$ cat src/rtl/obin_pkg.sv
package obin_pkg;
  localparam int FRAC_W   = 8;   // fraction bits of the slope constants
  localparam int COEF_W   = 11;  // width of the largest slope constant
  localparam int NUM_TH   = 4;   // sector boundaries inside one quadrant
  localparam int SECT_W   = 3;   // holds 0..NUM_TH
  localparam int NUM_BINS = 9;
  localparam int BIN_W    = 4;

  typedef logic [BIN_W-1:0]  bin_t;
  typedef logic [SECT_W-1:0] sect_t;

  // tan(20*(k+1) deg) scaled by 2**FRAC_W, rounded
  function automatic logic [COEF_W-1:0] slope_coef(input int k);
    case (k)
      0:       return COEF_W'(93);
      1:       return COEF_W'(215);
      2:       return COEF_W'(443);
      default: return COEF_W'(1452);
    endcase
  endfunction

  function automatic sect_t therm_count(input logic [NUM_TH-1:0] t);
    sect_t c;
    c = '0;
    for (int i = 0; i < NUM_TH; i++) c = c + SECT_W'(t[i]);
    return c;
  endfunction

  function automatic bin_t fold_bin(input logic mirror, input sect_t sector);
    return mirror ? (BIN_W'(NUM_BINS - 1) - BIN_W'(sector)) : BIN_W'(sector);
  endfunction
endpackage

$ cat src/rtl/grad_fold.sv
module grad_fold #(
  parameter int GRAD_W = 12
) (
  input  logic              clk,
  input  logic              rst_n,
  input  logic              in_valid,
  input  logic [GRAD_W-1:0] gx,
  input  logic [GRAD_W-1:0] gy,
  output logic              f_valid,
  output logic [GRAD_W-1:0] f_ax,
  output logic [GRAD_W-1:0] f_ay,
  output logic              f_mirror
);
  logic              sx, sy, mirror_c;
  logic [GRAD_W-1:0] ax_c, ay_c;

  always_comb begin
    sx       = gx[GRAD_W-1];
    sy       = gy[GRAD_W-1];
    ax_c     = sx ? (GRAD_W'(0) - gx) : gx;
    ay_c     = sy ? (GRAD_W'(0) - gy) : gy;
    mirror_c = (sx ^ sy) && (gx != '0) && (gy != '0);
  end

  always_ff @(posedge clk or negedge rst_n) begin
    if (!rst_n) begin
      f_valid  <= 1'b0;
      f_ax     <= '0;
      f_ay     <= '0;
      f_mirror <= 1'b0;
    end else begin
      f_valid  <= in_valid;
      f_ax     <= ax_c;
      f_ay     <= ay_c;
      f_mirror <= mirror_c;
    end
  end


  zero_fold_chk: assert property (@(posedge clk) disable iff (!rst_n)
    (in_valid && gx == '0 && gy == '0) |=> (f_ax == '0 && f_ay == '0 && !f_mirror));


  mirror_axis_chk: assert property (@(posedge clk) disable iff (!rst_n)
    (gx == '0 || gy == '0) |=> !f_mirror);
endmodule

$ cat src/rtl/sector_compare.sv
module sector_compare
  import obin_pkg::*;
#(
  parameter int MAG_W = 12
) (
  input  logic             clk,
  input  logic             rst_n,
  input  logic             f_valid,
  input  logic [MAG_W-1:0] f_ax,
  input  logic [MAG_W-1:0] f_ay,
  input  logic             f_mirror,
  output logic             s_valid,
  output sect_t            s_sector,
  output logic             s_mirror
);
  localparam int PROD_W = MAG_W + COEF_W;

  logic [NUM_TH-1:0] therm;
  logic [PROD_W-1:0] lhs;

  assign lhs = PROD_W'({f_ay, {FRAC_W{1'b0}}});

  for (genvar k = 0; k < NUM_TH; k++) begin : g_slope
    localparam logic [COEF_W-1:0] SLOPE = slope_coef(k);
    logic [PROD_W-1:0] rhs;
    assign rhs      = PROD_W'(f_ax) * PROD_W'(SLOPE);
    assign therm[k] = (f_ay != '0) && (lhs >= rhs);

    if (k > 0) begin : g_mono

      therm_mono_chk: assert property (@(posedge clk) disable iff (!rst_n)
        f_valid |-> (!therm[k] || therm[k-1]));
    end
  end

  always_ff @(posedge clk or negedge rst_n) begin
    if (!rst_n) begin
      s_valid  <= 1'b0;
      s_sector <= '0;
      s_mirror <= 1'b0;
    end else begin
      s_valid  <= f_valid;
      s_sector <= therm_count(therm);
      s_mirror <= f_mirror;
    end
  end
endmodule

$ cat src/rtl/bin_lookup.sv
module bin_lookup
  import obin_pkg::*;
(
  input  logic  clk,
  input  logic  rst_n,
  input  logic  s_valid,
  input  sect_t s_sector,
  input  logic  s_mirror,
  output logic  o_valid,
  output bin_t  o_bin
);
  localparam int ADDR_W = SECT_W + 1;
  localparam int LUT_D  = 1 << ADDR_W;

  bin_t              lut [LUT_D];
  logic [ADDR_W-1:0] addr;

  assign addr = {s_mirror, s_sector};

  always_comb begin
    for (int a = 0; a < LUT_D; a++) begin
      logic [ADDR_W-1:0] ai;
      ai     = ADDR_W'(a);
      lut[a] = (ai[SECT_W-1:0] <= SECT_W'(NUM_TH))
             ? fold_bin(ai[ADDR_W-1], ai[SECT_W-1:0]) : '0;
    end
  end

  always_ff @(posedge clk or negedge rst_n) begin
    if (!rst_n) begin
      o_valid <= 1'b0;
      o_bin   <= '0;
    end else begin
      o_valid <= s_valid;
      o_bin   <= lut[addr];
    end
  end
endmodule

$ cat src/rtl/grad_orient_binner.sv
module grad_orient_binner
  import obin_pkg::*;
#(
  parameter int GRAD_W = 12
) (
  input  logic              clk,
  input  logic              rst_n,
  input  logic              in_valid,
  input  logic [GRAD_W-1:0] grad_x,
  input  logic [GRAD_W-1:0] grad_y,
  output logic              out_valid,
  output logic [BIN_W-1:0]  out_bin
);
  localparam int LATENCY = 3;

  logic              f_valid, f_mirror, s_valid, s_mirror;
  logic [GRAD_W-1:0] f_ax, f_ay;
  sect_t             s_sector;

  grad_fold #(.GRAD_W(GRAD_W)) u_fold (
    .clk(clk), .rst_n(rst_n), .in_valid(in_valid), .gx(grad_x), .gy(grad_y),
    .f_valid(f_valid), .f_ax(f_ax), .f_ay(f_ay), .f_mirror(f_mirror)
  );

  sector_compare #(.MAG_W(GRAD_W)) u_cmp (
    .clk(clk), .rst_n(rst_n), .f_valid(f_valid), .f_ax(f_ax), .f_ay(f_ay),
    .f_mirror(f_mirror), .s_valid(s_valid), .s_sector(s_sector), .s_mirror(s_mirror)
  );

  bin_lookup u_lut (
    .clk(clk), .rst_n(rst_n), .s_valid(s_valid), .s_sector(s_sector),
    .s_mirror(s_mirror), .o_valid(out_valid), .o_bin(out_bin)
  );

  // edges seen since reset release, saturating; guards the $past checks
  logic [1:0] warm;
  always_ff @(posedge clk or negedge rst_n) begin
    if (!rst_n)                   warm <= '0;
    else if (warm != 2'(LATENCY)) warm <= warm + 2'd1;
  end


  valid_lat_chk: assert property (@(posedge clk) disable iff (!rst_n)
    (warm == 2'(LATENCY)) |-> (out_valid == $past(in_valid, 3)));


  bin_range_chk: assert property (@(posedge clk) disable iff (!rst_n)
    out_valid |-> (out_bin <= BIN_W'(NUM_BINS - 1)));


  zero_bin_chk: assert property (@(posedge clk) disable iff (!rst_n)
    ((warm == 2'(LATENCY)) && $past(in_valid && grad_x == '0 && grad_y == '0, 3))
      |-> (out_bin == '0));
endmodule

$ cat config.mk
export PLATFORM = sky130hd
export DESIGN_NAME = grad_orient_binner
export DESIGN_NICKNAME = d
export VERILOG_FILES = /design/src/rtl/obin_pkg.sv /design/src/rtl/grad_fold.sv /design/src/rtl/sector_compare.sv /design/src/rtl/bin_lookup.sv /design/src/rtl/grad_orient_binner.sv
export SDC_FILE = /design/constraint.sdc
export NUM_CORES = 1
export LEC_CHECK = 0
export BUFFER_PORTS_ARGS = -buffer_cell sky130_fd_sc_hd__buf_2
export CORE_MARGIN = 1.5
export CORE_UTILIZATION = 30
export DETAILED_ROUTE_END_ITERATION = 8
export GPL_TIMING_DRIVEN = 0
export PLACE_DENSITY_LB_ADDON = 0.15
export SLEW_MARGIN = 30
export SYNTH_ARGS = -nofsm -noshare
export SYNTH_HDL_FRONTEND = slang
export SYNTH_SLANG_ARGS = --single-unit
export TNS_END_PERCENT = 5
$ cat constraint.sdc
create_clock -name clk -period 6.22 [get_ports clk]
set_clock_uncertainty 0.1 [all_clocks]
set_input_delay 0.933 -clock clk [delete_from_list [all_inputs] [get_ports clk]]
set_output_delay 0.933 -clock clk [all_outputs]
set_load 0.005 [all_outputs]
======== Word level (Yosys, flattened, before mapping) ========
Memories as Yosys holds them, arrays and structs flattened. A register that Yosys moved wholly into a read port is not among the register bits.
Index checks and enable logic that the tools add are counted.
operators by class
  add/sub/neg operators ................... 5
  multiply operators ...................... 4
  div/mod/pow operators ................... 0
  magnitude comparators ................... 4
  eq/ne operators ......................... 0
  shift operators ......................... 0
  muxes and demuxes ....................... 2
  bitwise logic cells ..................... 2
  reductions and logical operators ........ 10
operators with widths
  cell                     number
  $mul A12 B9 Y21 const B  2
  $reduce_bool A12 Y1      3
  $mux W12                 2
  $sub A1 B12 Y12 const A  2
  $ge A20 B23 Y1           1
  $ge A20 B21 Y1           1
  $ge A20 B19 Y1           1
  $ge A20 B20 Y1           1
  $mul A12 B8 Y20 const B  1
  $mul A12 B7 Y19 const B  1
  $add A3 B1 Y3            2
  $logic_and A1 B1 Y1      6
  $not A4 Y5               1
  $add A1 B1 Y2            1
  $logic_not A1 Y1         1
  $xor A1 B1 Y1            1
word-level totals
  register bits after elaboration ......... 32
  latch bits .............................. 0
  memory bits (writable) .................. 0
  memory bits (read-only) ................. 64
  logic and storage cells ................. 36
  memories ................................ 1
memory list
  name             depth  bits a word  rd ports  clocked after memory_dff  write ports  RTL line          RTL
  (no name shown)  16     4            1         1                         0            bin_lookup.sv:35  o_bin <= lut[addr];

======== Depth between registers and ports, before layout ========
  word-level depth ........................ 6
  mapped depth ............................ 29

======== Cells and area by module ========
Synthesis repeated with hierarchy kept, for this count alone.
second synthesis, totals
  cell total of the unflattened synthesis .. 1085
  area total of the unflattened synthesis .. 10013.4 um^2
by module, submodules not included
  module          instances  cells an instance  area each (um^2)
  sector_compare  1          972                8642.0
  grad_fold       1          96                 1168.6
  bin_lookup      1          17                 202.7

======== Worst setup path before layout ========
No wires, ideal clock.
  path kind ............................... register to register
  start ................................... reg u_fold.f_ax[1]
  end ..................................... reg u_cmp.s_sector[1]
  arrival time ............................ 6236 ps
  path slack .............................. -242 ps
  cell stages (with the launch flop) ...... 27
  path buffers ............................ 0
  period minus slack after synthesis ...... 6462 ps
  cells stage by stage .................... dfrtp_1 -> ha_1 -> inv_1 -> fa_1 -> inv_1 -> fa_1 -> inv_1 -> fa_1 -> inv_1 -> ha_1 -> or2_2 -> a21oi_1 -> o31ai_1 -> o41ai_2 -> o21ai_0 -> xnor2_1 -> ha_1 -> a21o_1 -> a21o_1 -> a21oi_1 -> inv_1 -> o311a_1 -> ha_1 -> inv_1 -> fa_1 -> inv_1 -> ha_1
between the ends
  word-level cells in the longest chain between the ends .. 6
  elaborated cells on any way between the ends .. 15
ends and longest elaborated chain
  what                                                       RTL line              RTL
  from (decl)                                                grad_fold.sv:10       output logic [GRAD_W-1:0] f_ax,
  from (signal assigned)                                     grad_fold.sv:28       f_ax <= '0;
  from (signal assigned)                                     grad_fold.sv:33       f_ax <= ax_c;
  $mul A12 B7 Y19 / $mul A12 B8 Y20 (equally long branches)  sector_compare.sv:26  assign rhs = PROD_W'(f_ax) * PROD_W'(SLOPE);
  $ge A20 B19 Y1 / $ge A20 B20 Y1 (equally long branches)    sector_compare.sv:27  assign therm[k] = (f_ay != '0) && (lhs >= rhs);
  $logic_and A1 B1 Y1                                        sector_compare.sv:27
  $add A1 B1 Y2                                              obin_pkg.sv:25        for (int i = 0; i < NUM_TH; i++) c = c + SECT_W'(t[i]);
  $add A3 B1 Y3                                              obin_pkg.sv:25
  $add A3 B1 Y3 *                                            obin_pkg.sv:25
  to (signal assigned)                                       sector_compare.sv:43  s_sector <= therm_count(therm);
  to (decl)                                                  sector_compare.sv:13  output sect_t s_sector,
Every way passes the cells marked *; elsewhere a longest branch is shown, timed or not.

======== Final worst setup path ========
  start ................................... reg u_fold.f_ax[6]
  end ..................................... reg u_cmp.s_sector[1]
Same word-level chain as after synthesis.

==> key figures <==
STA
  – Time the final worst path needs with I/O delays and setup: 6673 ps
  – Rel. slew slack: 0.4879
  – Setup repair after global routing missed its margin: true
  – Setup slack of the critical path after layout: -452.8 ps
  – Highest achievable clock rate: 149.9 MHz
  – Final-report setup violation count: 3
  – Crit share post-route: 1.073
  – Worst-margin pin slew: 762.7 ps
  – Final-report max-slew violation count: 0
  – Hold violation total from the final report: 0

Route
  – Post-route ant nets: 0
  – Initial DRC count: 450
  – DR DRC count: 0
  – Pre-antenna DRT Iters: 5
  – Total via count after detailed routing: 7,915
  – Routed length per instance: 17.96 um
  – Final WL: 29,840 um
  – Via density: 4.765

Logic synthesis
  – Post-synthesis sequential area ratio: 0.08847
  – Syn nets: 1,492
  – Number of instances in the synthesized netlist: 1,131
  – Distinct cell type count of the synthesized netlist: 63
  – Number of warnings printed during yosys synthesis: 0
  – Primary flip-flop cell chosen by synthesis mapping: dfrtp_1
  – Mapped cell area: 10,180 um2
  – Mean Syn Cell Area: 9.003 um2
  – Async set or reset register ratio after synthesis: 1.000
  – Post-synth EDFFs: 0
  – Number of flip-flops and latches in the synthesized netlist: 36

Global route
  – Wire length of the first global-routing pass: 47,800 um
  – Number of global-route vias before repair: 8,320
  – Number of antenna violations at the first check in global routing: 0
  – Overall fraction of global-route tracks in use: 0.1768
  – Maximum number of pins on one net before global-route repair: 37
  – GR Overflow Total: 0

Placement
  – Final weighted congestion in routability-driven placement: 0.8491
  – Post-detail-place hpwl: 25,780 um
  – Buffers on Ports: 31
  – Number of cells in the design after placement: 1,610
  – Worst setup timing slack at the placement stage: -1632 ps

Setup path
  – Library cell appearing most often on the critical path: inv_2
  – Register-to-register path setup slack: -450 ps
  – Crit path arrival time: 6740 ps
  – Largest fanout of any net on the critical path: 6
  – Setup Crit Path Kind: reg2reg
  – CP Launch Type: flop
  – Critical-path cell with the highest stage delay: dfrtp_4
  – Largest stage delay on the critical path: 530 ps
  – Critical Path RT: 6290 ps
  – Top Family by Delay on Critical Path: adder cells
  – Buffer and inverter count on the worst path: 7
  – Kind of end point of the critical path: flop

Clocking
  – CTS max path bufs: 2
  – Cell at the root of the clock tree: clkbuf_16
  – TritonCTS Sinks: 36
  – CTS buffer count: 5
  – Count of H-tree levels built during CTS: 2
  – Clock slew at the register clock pins of the worst setup and hold paths: 60 ps
  – TritonCTS clock tree: yes
  – Clk Latency, worst-skew pair: 280 ps

Die
  – Number of rows created at floorplan: 67
  – Ports: 32
  – Width of the chip: 187.2 um
  – Core box area: 33,450 um2
  – Full die area: 35,060 um2
  – Vertical extent of the die: 187.2 um
  – Starting density of the core: 0.3044

Outcome
  – Status: finished with violations
  – Violations in the final reports: setup timing

Layout
  – Number of nets in the final layout: 1,573
  – Post-route insts no fill: 1,661
  – Ant diodes: 0
  – Synth-to-Final Area Change: 17.72%
  – Fraction of layout instances using a drive strength above 1: 0.1492
  – Filler Cell Count: 3,457

Worst hold path
  – Tightest Hold Check Type: reg2reg

Run
  – Max-Cap Viols: 0
kinds of logic after synthesis:
group | synth area share
flip-flops | 0.08847
multiplexers | 0.002949
AO/OA/AOI/OAI | 0.1287
adder cells (fa/ha/maj) | 0.5107
AND/OR/NAND/NOR | 0.1097
buffers and inverters | 0.1036
XOR/XNOR | 0.05591
final timing paths:
kind / startpoint / endpoint / depth (start not counted)
setup / recovery: u_fold.f_ax[6] / u_cmp.s_sector[1] / 30
hold / removal: u_cmp.s_valid / u_lut.o_valid / 0
setup reg to reg: u_fold.f_ax[6] / u_cmp.s_sector[1] / 30
hold reg to reg: u_cmp.s_valid / u_lut.o_valid / 0
max in group asynchronous: rst_n / u_fold.f_ax[2] / 1
min in group asynchronous: rst_n / u_lut.o_bin[0] / 1
worst register-to-register path: cells and delay by family, from the launching register on:
kind,cells,cell delay [ps]
buffers and inverters,7,460
xor gates and xnor gates,1,160
and+or+nand+nor,8,1110
AOI/OAI and AO/OA,5,1150
adders and majority gates,9,3060
DFF,1,530
per-layer routing:
metal	routed length (um)	global-route usage
met4	517	0.03412
met2	13940	0.2991
met5	0	0
met3	746	0.006004
met1	14640	0.2524
state kept, by name, summed over array words and instances (netlist names):
signal and flops:
u_cmp.s_mirror 1, u_cmp.s_valid 1, u_fold.f_ay 12, u_lut.o_valid 1, u_lut.o_bin 4, u_fold.f_ax 12, u_cmp.s_sector 3, u_fold.f_mirror 1
u_fold.f_valid 1
final cells by class:
class,count,area (um2),share of cell area
Multi-Input combinational cell,814,8771,0.7317
Inverter,278,1061,0.08852
Sequential cell,36,930.9,0.07766
Tap cell,448,560.5,0.04676
Timing Repair Buffer,74,510.5,0.04259
Clock buffer,6,128.9,0.01075
Clock inverter,2,12.51,0.001044
Buffer,3,11.26,0.0009395
cell usage after synthesis, types with 12 or more instances:
master	count	share of area
nor3_1	24	0.012
o21ai_0	33	0.016
dfrtp_1	36	0.088
nor2_1	45	0.017
xnor2_1	31	0.027
and3_1	12	0.0074
nand2_1	41	0.015
inv_1	278	0.10
nor4_1	14	0.0086
xor2_1	34	0.029
a21o_1	23	0.017
ha_1	198	0.24
nand3_1	20	0.0098
fa_1	136	0.27
a21oi_1	56	0.028
repair_timing:
action                                 in CTS  in global routing
endpoints found under the hold margin       0                  0
setup endpoints to repair                   3                  3
setup buffers                              39                  4
pin swaps                                  41                 12
hold buffers                                0                  0
resized for setup                          75                 25
through the flow:
| stage | instance area [um2] | hold WS (ps) | utilization | setup TNS, ps |
|---|---|---|---|---|
| 6_report | 11990 | 248.6 | 0.3584 | -1183 |
| 5_1_grt | 11990 | 259.5 | 0.3584 | -1861 |
| 4_1_cts | 11820 | 244.9 | 0.3533 | -1437 |
| 3_5_place_dp | 11000 | 240.5 | 0.3290 | -4616 |
| 3_3_place_gp | 11000 | 234.3 | 0.3287 | -4863 |
| 2_1_floorplan | 10280 | 231.2 | - | 0 |
placed cells by master (no fill, tap or decap), types with 24 or more instances in the layout:
master / synthesis / layout
ha_1: 198 / 172
dfrtp_1: 36 / 24
inv_1: 278 / 267
buf_2: 0 / 31
nor2_1: 45 / 44
nand2_1: 41 / 41
a21oi_1: 56 / 46
xnor2_1: 31 / 30
buf_4: 0 / 39
o21ai_0: 33 / 27
fa_1: 136 / 133
xor2_1: 34 / 32
Power is not shown: default switching activity piles up to over one toggle a cycle in this logic, so the estimate is an artifact.
